--- config.mk ---
export PLATFORM = sky130hd
export DESIGN_NAME = bch_syn_expand
export DESIGN_NICKNAME = d
export VERILOG_FILES = /design/src/rtl/bch_syn_pkg.sv /design/src/rtl/bch_syn_ctrl.sv /design/src/rtl/bch_syn_dpath.sv /design/src/rtl/bch_syn_expand.sv
export SDC_FILE = /design/constraint.sdc
export NUM_CORES = 2
export LEC_CHECK = 0
export CORE_MARGIN = 1.5
export CORE_UTILIZATION = 40
export CTS_CLUSTER_SIZE = 24
export DETAILED_ROUTE_END_ITERATION = 7
export DONT_BUFFER_PORTS = 1
export GPL_TIMING_DRIVEN = 0
export PLACE_DENSITY = 0.6
export REMOVE_ABC_BUFFERS = 1
export SYNTH_ARGS = -nofsm -noshare
export SYNTH_HDL_FRONTEND = slang
export SYNTH_SLANG_ARGS = --single-unit
--- constraint.sdc ---
create_clock -name clk -period 6.65 [get_ports clk]
set_input_delay 0.9975 -clock clk [delete_from_list [all_inputs] [get_ports clk]]
set_output_delay 0.9975 -clock clk [all_outputs]
set_load 0.1 [all_outputs]
--- src/rtl/bch_syn_pkg.sv ---
package bch_syn_pkg;
  localparam int GF_M    = 13;
  localparam logic [GF_M-1:0] GF_POLY = 13'h001B; // x^13 + x^4 + x^3 + x + 1, top term implied
  localparam int T_MAX   = 24;
  localparam int SYN_N   = 2 * T_MAX;
  localparam int IDXW    = $clog2(SYN_N);
  localparam int CAPW    = $clog2(T_MAX + 1);
  localparam int RAW     = $clog2(T_MAX);
  localparam int BITW    = $clog2(GF_M);
  localparam int CNTW    = $clog2(14 * T_MAX + 1);

  typedef enum logic [1:0] {ST_IDLE, ST_ODD, ST_EVEN} state_t;

  typedef struct packed {
    logic            clearAll;
    logic            oddStep;
    logic            oddAcc;
    logic            nextOdd;
    logic            evenWrite;
    logic [IDXW-1:0] oddSlot;
    logic [IDXW-1:0] evenSlot;
  } ctrl_t;

  function automatic logic [GF_M-1:0] gfMul(input logic [GF_M-1:0] a, input logic [GF_M-1:0] b);
    logic [GF_M-1:0] p;
    p = '0;
    for (int n = GF_M - 1; n >= 0; n--) begin
      p = {p[GF_M-2:0], 1'b0} ^ (p[GF_M-1] ? GF_POLY : '0);
      if (b[n]) p = p ^ a;
    end
    return p;
  endfunction
endpackage

--- src/rtl/bch_syn_ctrl.sv ---
module bch_syn_ctrl
  import bch_syn_pkg::*;
(
  input  logic            clk,
  input  logic            rst_n,
  input  logic            start,
  input  logic [CAPW-1:0] capIn,
  input  logic [GF_M-1:0] remData,
  output logic [RAW-1:0]  remAddr,
  output ctrl_t           ctl,
  output logic            done
);
  state_t          state;
  logic [CAPW-1:0] capReg;
  logic [RAW-1:0]  oddK;
  logic [BITW-1:0] bitIdx;
  logic [CAPW-1:0] evenK;
  logic [CNTW-1:0] cycCnt;

  wire idle    = (state == ST_IDLE);
  wire lastBit = (bitIdx == BITW'(GF_M - 1));

  always_ff @(posedge clk) begin
    if (!rst_n) begin
      state  <= ST_IDLE;
      capReg <= '0;
      oddK   <= '0;
      bitIdx <= '0;
      evenK  <= '0;
      done   <= 1'b0;
      cycCnt <= '0;
    end else begin
      done <= (state == ST_EVEN) && (evenK == capReg);
      case (state)
        ST_IDLE: if (start) begin
          state  <= ST_ODD;
          capReg <= capIn;
          oddK   <= '0;
          bitIdx <= '0;
          cycCnt <= '0;
        end
        ST_ODD: begin
          cycCnt <= cycCnt + 1'b1;
          if (lastBit) begin
            bitIdx <= '0;
            if (CAPW'(oddK) == capReg - 1'b1) begin
              state <= ST_EVEN;
              evenK <= CAPW'(1);
            end else begin
              oddK <= oddK + 1'b1;
            end
          end else begin
            bitIdx <= bitIdx + 1'b1;
          end
        end
        ST_EVEN: begin
          cycCnt <= cycCnt + 1'b1;
          if (evenK == capReg) state <= ST_IDLE;
          else evenK <= evenK + 1'b1;
        end
        default: state <= ST_IDLE;
      endcase
    end
  end

  assign remAddr = oddK;

  always_comb begin
    ctl           = '0;
    ctl.clearAll  = idle && start;
    ctl.oddStep   = (state == ST_ODD);
    ctl.oddAcc    = (state == ST_ODD) && remData[bitIdx];
    ctl.nextOdd   = (state == ST_ODD) && lastBit;
    ctl.evenWrite = (state == ST_EVEN);
    ctl.oddSlot   = {IDXW'(oddK)} << 1;
    ctl.evenSlot  = IDXW'(evenK - 1'b1);
  end

  assert_done_pulse_R6: assert property (@(posedge clk) disable iff (!rst_n)
    done |=> !done);
  assert_done_latency_R6: assert property (@(posedge clk) disable iff (!rst_n)
    done |-> (cycCnt == CNTW'(capReg) * CNTW'(14)));
  assert_busy_start_ignored_R7: assert property (@(posedge clk) disable iff (!rst_n)
    (!idle && start && !(state == ST_EVEN && evenK == capReg)) |=> (cycCnt == $past(cycCnt) + 1'b1));
  assert_addr_range_R8: assert property (@(posedge clk) disable iff (!rst_n)
    (state == ST_ODD) |-> (CAPW'(remAddr) < capReg));
endmodule

--- src/rtl/bch_syn_dpath.sv ---
module bch_syn_dpath
  import bch_syn_pkg::*;
(
  input  logic                  clk,
  input  logic                  rst_n,
  input  ctrl_t                 ctl,
  output logic [SYN_N*GF_M-1:0] synFlat
);
  localparam logic [GF_M-1:0] ONE    = GF_M'(1);
  localparam logic [GF_M-1:0] ALPHA  = GF_M'(2);
  localparam logic [GF_M-1:0] ALPHA2 = GF_M'(4);

  logic [GF_M-1:0] syn [SYN_N];
  logic [GF_M-1:0] basePow;
  logic [GF_M-1:0] runPow;
  logic [IDXW-1:0] dstSlot;
  logic [GF_M-1:0] srcVal;

  assign dstSlot = {ctl.evenSlot[IDXW-2:0], 1'b1};
  assign srcVal  = syn[ctl.evenSlot];

  always_ff @(posedge clk) begin
    if (!rst_n || ctl.clearAll) begin
      for (int s = 0; s < SYN_N; s++) syn[s] <= '0;
      basePow <= ALPHA;
      runPow  <= ONE;
    end else begin
      if (ctl.oddStep) begin
        if (ctl.oddAcc) syn[ctl.oddSlot] <= syn[ctl.oddSlot] ^ runPow;
        if (ctl.nextOdd) begin
          runPow  <= ONE;
          basePow <= gfMul(basePow, ALPHA2);
        end else begin
          runPow <= gfMul(runPow, basePow);
        end
      end
      if (ctl.evenWrite) syn[dstSlot] <= gfMul(srcVal, srcVal);
    end
  end

  for (genvar g = 0; g < SYN_N; g++) begin : g_flat
    assign synFlat[g*GF_M +: GF_M] = syn[g];
  end

  // Powers of a primitive element are never zero
  assert_powers_nonzero_R2: assert property (@(posedge clk) disable iff (!rst_n)
    (runPow != '0) && (basePow != '0));
  // Squaring preserves zero
  assert_zero_square_R4: assert property (@(posedge clk) disable iff (!rst_n)
    (ctl.evenWrite && srcVal == '0) |=> (syn[$past(dstSlot)] == '0));
endmodule

--- src/rtl/bch_syn_expand.sv ---
module bch_syn_expand
  import bch_syn_pkg::*;
(
  input  logic                  clk,
  input  logic                  rst_n,
  input  logic                  start,
  input  logic [CAPW-1:0]       capIn,
  output logic [RAW-1:0]        remAddr,
  input  logic [GF_M-1:0]       remData,
  output logic [SYN_N*GF_M-1:0] synFlat,
  output logic                  done
);
  ctrl_t ctl;

  bch_syn_ctrl u_ctrl (
    .clk(clk), .rst_n(rst_n), .start(start), .capIn(capIn),
    .remData(remData), .remAddr(remAddr), .ctl(ctl), .done(done)
  );

  bch_syn_dpath u_dpath (
    .clk(clk), .rst_n(rst_n), .ctl(ctl), .synFlat(synFlat)
  );

  assert_hold_after_done_R9: assert property (@(posedge clk) disable iff (!rst_n)
    (done && !start) |=> $stable(synFlat));
endmodule

## Yosys cells after proc, flatten, opt, wreduce, memory -nomap -nowiden

Memory sizes are Yosys's and may differ from the RTL's. A register that Yosys moved wholly into a read port is not among the register bits.
Index checks and enable logic that the tools add are counted.
W data, S select, Z words.

- Register bits: 48
- Bits in latches: 0
- RAM bits: 624
- ROM bits: 0
- Input bits: 21
- Output and inout bits: 630
- Logic and storage cells: 247
- Memories: 1

Memories:

| memory | words | bits a word | rd ports | clocked after memory_dff | wr ports | RTL line | source |
|---|---|---|---|---|---|---|---|
| u_dpath.syn | 48 | 13 | 50 | 1 | 48 | bch_syn_dpath.sv:13 | `logic [GF_M-1:0] syn [SYN_N];` |

- $add $sub $neg: 5
- $mul: 0
- Divide/modulo/power cells: 0
- $lt $le $gt $ge: 1
- Eq/ne operators: 11
- Shift-type cells: 0
- Mux-type cells: 153
- Bitwise logic cells: 51
- Reductions and logical operators: 17

Operators with widths:

| cell | count |
|---|---|
| $mux W13 | 94 |
| $xor A13 B13 Y13 | 51 |
| $mux W5 | 32 |
| $reduce_or A13 Y1 | 2 |
| $mux W6 | 4 |
| $pmux W5 S2 | 2 |
| $mux W1 | 12 |
| $reduce_and A4 Y1 | 3 |
| $add A5 B1 Y5 const B | 2 |
| $eq A5 B5 Y1 | 2 |
| $mux W2 | 4 |
| $mux W4 | 2 |
| $pmux W4 S2 | 1 |
| $ne A2 B1 Y1 const B | 3 |
| $ne A2 B2 Y1 const B | 3 |
| $pmux W2 S3 | 1 |
| $reduce_and A2 Y1 | 3 |
| $sub A5 B1 Y6 const B | 1 |
| $lt A4 B5 Y1 const B | 1 |
| $sub A5 B1 Y5 const B | 1 |
| $add A4 B1 Y4 const B | 1 |
| $bmux W1 S4 | 1 |
| $eq A4 B4 Y1 const B | 1 |
| $logic_and A1 B1 Y1 | 4 |
| other kinds (6) | 7 |

## Logic depth before layout (Yosys ltp)

- Word-level depth: 87
- Mapped depth: 23
- Depth with buffers taken out: 11

## Modules after synthesis

A second synthesis with hierarchy kept.

- Cells, all modules: 3878
- Area, all modules: 47942.2 um2

By module, submodules not included:

| module | times used | cells an instance | area an instance (um2) | sequential area each (um2) |
|---|---|---|---|---|
| bch_syn_dpath | 1 | 3697 | 46402.0 | 25504.5 |
| bch_syn_ctrl | 1 | 181 | 1540.2 | 440.4 |

## Least setup slack after synthesis

No wires, ideal clock.

- Path kind: register -> register
- Start: reg u_ctrl.evenK[0]
- End: mem u_dpath.syn[48][12], data pin
- Library setup time: 0.299 ns
- Arrival: 4.977 ns
- Required time: 6.351 ns
- Slack: 1.373 ns
- Stages on the path, launching flop included: 21
- Buffers on the path: 9
- Clock period less this slack: 5.277 ns
- Cell sequence: dfxtp_1 > buf_2 > buf_4 > buf_4 > buf_4 > buf_2 > inv_1 > ha_1 > buf_2 > buf_4 > buf_6 > buf_2 > mux4_2 > mux4_2 > mux2_2 > mux2_2 > inv_1 > ha_1 > xor2_1 > xnor3_2 > o21ai_0

RTL lines:

| item | RTL line | source |
|---|---|---|
| start, declared | bch_syn_ctrl.sv:17 | `logic [CAPW-1:0] evenK;` |
| start signal, assigned | bch_syn_ctrl.sv:59 | `else evenK <= evenK + 1'b1;` |
| end, declared | bch_syn_dpath.sv:13 |  |

==> summary.md <==
| Metric | Value |
|---|---|
| Maximum root-to-sink buffer count | `3` |
| Fin. max-slew vios | `0` |
| Crit path from | `u_ctrl.evenK[0]$_SDFFE_PN0P_` |
| Critical path endpoint | `u_dpath.syn[59][12]$_DFFE_PP_` |
| Die width | `333.0 um` |
| Global-route wire length before repair | `241,400 um` |
| Initial Utilization | `40.53%` |
| Mapped Area | `43,570 um2` |
| F_max | `0.1583 GHz` |
| Status | `complete, no violations` |
| CP Data Arrival Time | `6710 ps` |
| Fin crit period | `6316 ps` |
| Mean routed wirelength per cell | `40.86 um` |
| Final HPWL from detailed placement | `130,500 um` |
| EDFF count, synth | `816` |
| Commonest non-fill, non-tap cell in the layout | `edfxtp_1` |
| Post-detailed-route count of antenna-violating nets | `0` |
| Final Hold Viols | `0` |
| First-pass iteration count of the detailed router | `7` |
| Commonest cells after routing, fill and taps aside | `816 x edfxtp_1, 503 x nor2_1, 370 x mux4_2` |
| Synth unique cells | `55` |
| Leak | `16.00 nW` |
| Power Dens Cells | `288.9 nW/um2` |
| Number of top-level pins | `651` |
| Setup Viol. Count Final | `0` |
| Worst Path Required | `7040 ps` |
| Share of synthesized registers carrying an async set or reset | `0%` |
| Crit Path Category | `reg -> reg` |
| Reg2reg path depth | `13` |
| VDD IR-drop max | `0.2019 mV` |
| Vias per cell | `6.703` |
| Placed Area | `46,080 um2` |
| GPL Wtd Cong | `0.9204` |
| Most frequent CP cell | `buf_16` |
| Worst skew pair latency | `710 ps` |
| Max_slew headroom | `1.722%` |
| Syn Inst Count | `2,974` |
| Sequential share of the synthesized area | `58.68%` |
| Setup crit start kind | `register` |
| Number of global-route vias before repair | `27,780` |
| Max-Cap Viols | `0` |
| Synth warn | `0` |
| Initial antenna violation count | `10` |
| Core area | `107,500 um2` |
| Reg clk slew, reported paths | `60 ps` |
| Critical path capture point type | `register` |
| RSZ-0062 raised after global routing | `no` |
| # hold bufs at CTS | `0` |
| Crit Reg-Reg Endpoint | `u_dpath.syn[59][12]$_DFFE_PP_` |
| Hold Crit Class | `in -> reg` |
| Worst Path Max Fanout | `64` |
| Worst r2r src | `u_ctrl.evenK[0]$_SDFFE_PN0P_` |
| Number of synthesized register bits | `869` |
| R2r setup slk | `330 ps` |
| Sink Count | `869` |
| Worst-path cell chain | `buf_16 > inv_1 > ha_4 > buf_16 > buf_16 > mux4_2 > mux4_2 > mux2i_1 > o21ai_2 > ha_1 > xor2_1 > xnor3_4 > o21ai_1` |
| Area delta synth->final | `13.03%` |
| Layout fillers | `9,275` |
| DR DRC count | `0` |
| Layout cells sized above 1 | `24.42%` |
| Slew @ Worst Pin | `1472 ps` |
| Rows | `120` |
| Top delay family on crit path | `multiplexers` |
| Total wire length | `178,300 um` |
| Clk_skew | `48.59 ps` |
| Clk root buf | `clkbuf_16` |
| WP depth | `13` |
| Dominant synthesized flop cell | `edfxtp_1` |
| Gr usage total | `31.48%` |
| Vias | `29,250` |
| Final-stage net count | `2,903` |
| Syn Area/Cell | `14.65 um2` |
| 1st-iter DRT viols | `4,482` |
| Fin crit share | `94.98%` |
| Grt total ovfl | `0` |
| Largest net degree at the start of global routing | `65` |
| TritonCTS buffer count | `97` |
| PortBufs | `0` |
| Bufs and invs on worst path | `4` |
| Die Ht | `333.0 um` |
| Total power | `0.01423 W` |
| Fin area | `49,250 um2` |
| CP max stage cell | `ha_4` |
| CP peak stage delay | `750 ps` |
| CTS H-Tree Depth | `3` |
| Die area | `110,900 um2` |
| CTS tree | `built` |
[report_power, final]
part | leakage, nW | switching, W | internal, W
Combinational | 5.55 | 0.000571 | 0.000272
Clock | 1.50 | 0.00236 | 0.00300
Sequential | 8.95 | 0.00180 | 0.00623
[registers in the layout, summed over array words and instances, names as in the netlist, named ones only]
register / cells
u_ctrl.capReg: 5
u_dpath.basePow: 13
u_dpath.runPow: 13
u_ctrl.done: 1
u_ctrl.evenK: 5
u_ctrl.remAddr: 5
u_dpath.syn: 816
u_ctrl.state: 2
u_ctrl.bitIdx: 4
[routing by layer]
layer	vias up	share of wire [%]	track usage [%]
li1	10970	-	-
met1	15310	34	38.69
met4	8	5.3	12.84
met3	462	12	9.169
met2	2496	48	52.06
met5	-	0.031	0
[kinds of logic after synthesis]
kind of cell	after synthesis	synth area share, %
compound gates	167	2.714
xor+xnor	218	5.270
fa+ha+maj	7	0.2010
buf+inv	302	3.354
flops	869	58.68
mux	428	20.51
simple gates	983	9.273
[area by class of cell]
class	instances	area, um2	area share (%)
Clock buffer	109	2472	5.020
Timing Repair Buffer	86	1773	3.600
Antenna cell	3	7.507	0.01524
Tap cell	1403	1755	3.565
Clock inverter	72	645.6	1.311
Multi-Input combinational cell	1803	16950	34.41
Sequential cell	869	25580	51.94
Inverter	18	67.56	0.1372
[through the flow]
step	hold WS [ps]	std cells	TNS [ps]	utilization, %	setup WS, ps
2_1_floorplan	468.1	2690	-	-	-11160
3_3_place_gp	486.0	4093	-	40.86	-23060
3_5_place_dp	510.4	4178	-5201	42.86	-305.2
4_1_cts	397.4	4359	0	45.77	128.4
5_1_grt	421.1	4360	0	45.80	188.1
6_report	426.8	4363	0	45.81	333.7
[synthesized netlist by cell type (52+ instances only)]
master,n,share of area (%)
edfxtp_1,816,56
nor2_1,515,4.4
mux4_2,370,19
nand2_1,323,2.8
clkbuf_1,158,1.4
xnor2_1,131,2.6
a21oi_1,76,0.87
buf_2,70,0.80
nor3_1,65,0.75
xor2_1,55,1.1
dfxtp_1,53,2.4
mux2i_1,52,1.2
[worst reg2reg max path, delay by kind of cell (launching register included)]
family          cells  cell delay, ps
mux                 3            1360
buf+inv             4            1320
fa+ha+maj           2            1010
compound gates      2             940
xor+xnor            2             900
flops               1             480
[how the worst min path moves through the flow]
stage | startpoint | slack (ps) | end | cells after the start
floorplan | u_ctrl.state[1]$_SDFFE_PN0P_ | 470 | u_ctrl.state[0]$_SDFFE_PN0P_ | 1
global placement | u_ctrl.state[1]$_SDFFE_PN0P_ | 490 | u_ctrl.state[0]$_SDFFE_PN0P_ | 1
detailed placement | u_ctrl.state[1]$_SDFFE_PN0P_ | 510 | u_ctrl.state[0]$_SDFFE_PN0P_ | 1
CTS | rst_n | 400 | u_ctrl.bitIdx[0]$_SDFFE_PN0P_ | 1
global route | rst_n | 420 | u_ctrl.bitIdx[0]$_SDFFE_PN0P_ | 1
finish | rst_n | 430 | u_ctrl.bitIdx[0]$_SDFFE_PN0P_ | 1
[timing repair]
| action | 4_1_cts | 5_1_grt |
|---|---|---|
| endpoints found under the setup margin | 24 | 40 |
| pin swaps | 0 | 1 |
| buffers inserted | 0 | 1 |
| endpoints found under the hold margin | 0 | 0 |
| resized for setup | 3 | 2 |
Power figures use the tool's default switching activity.
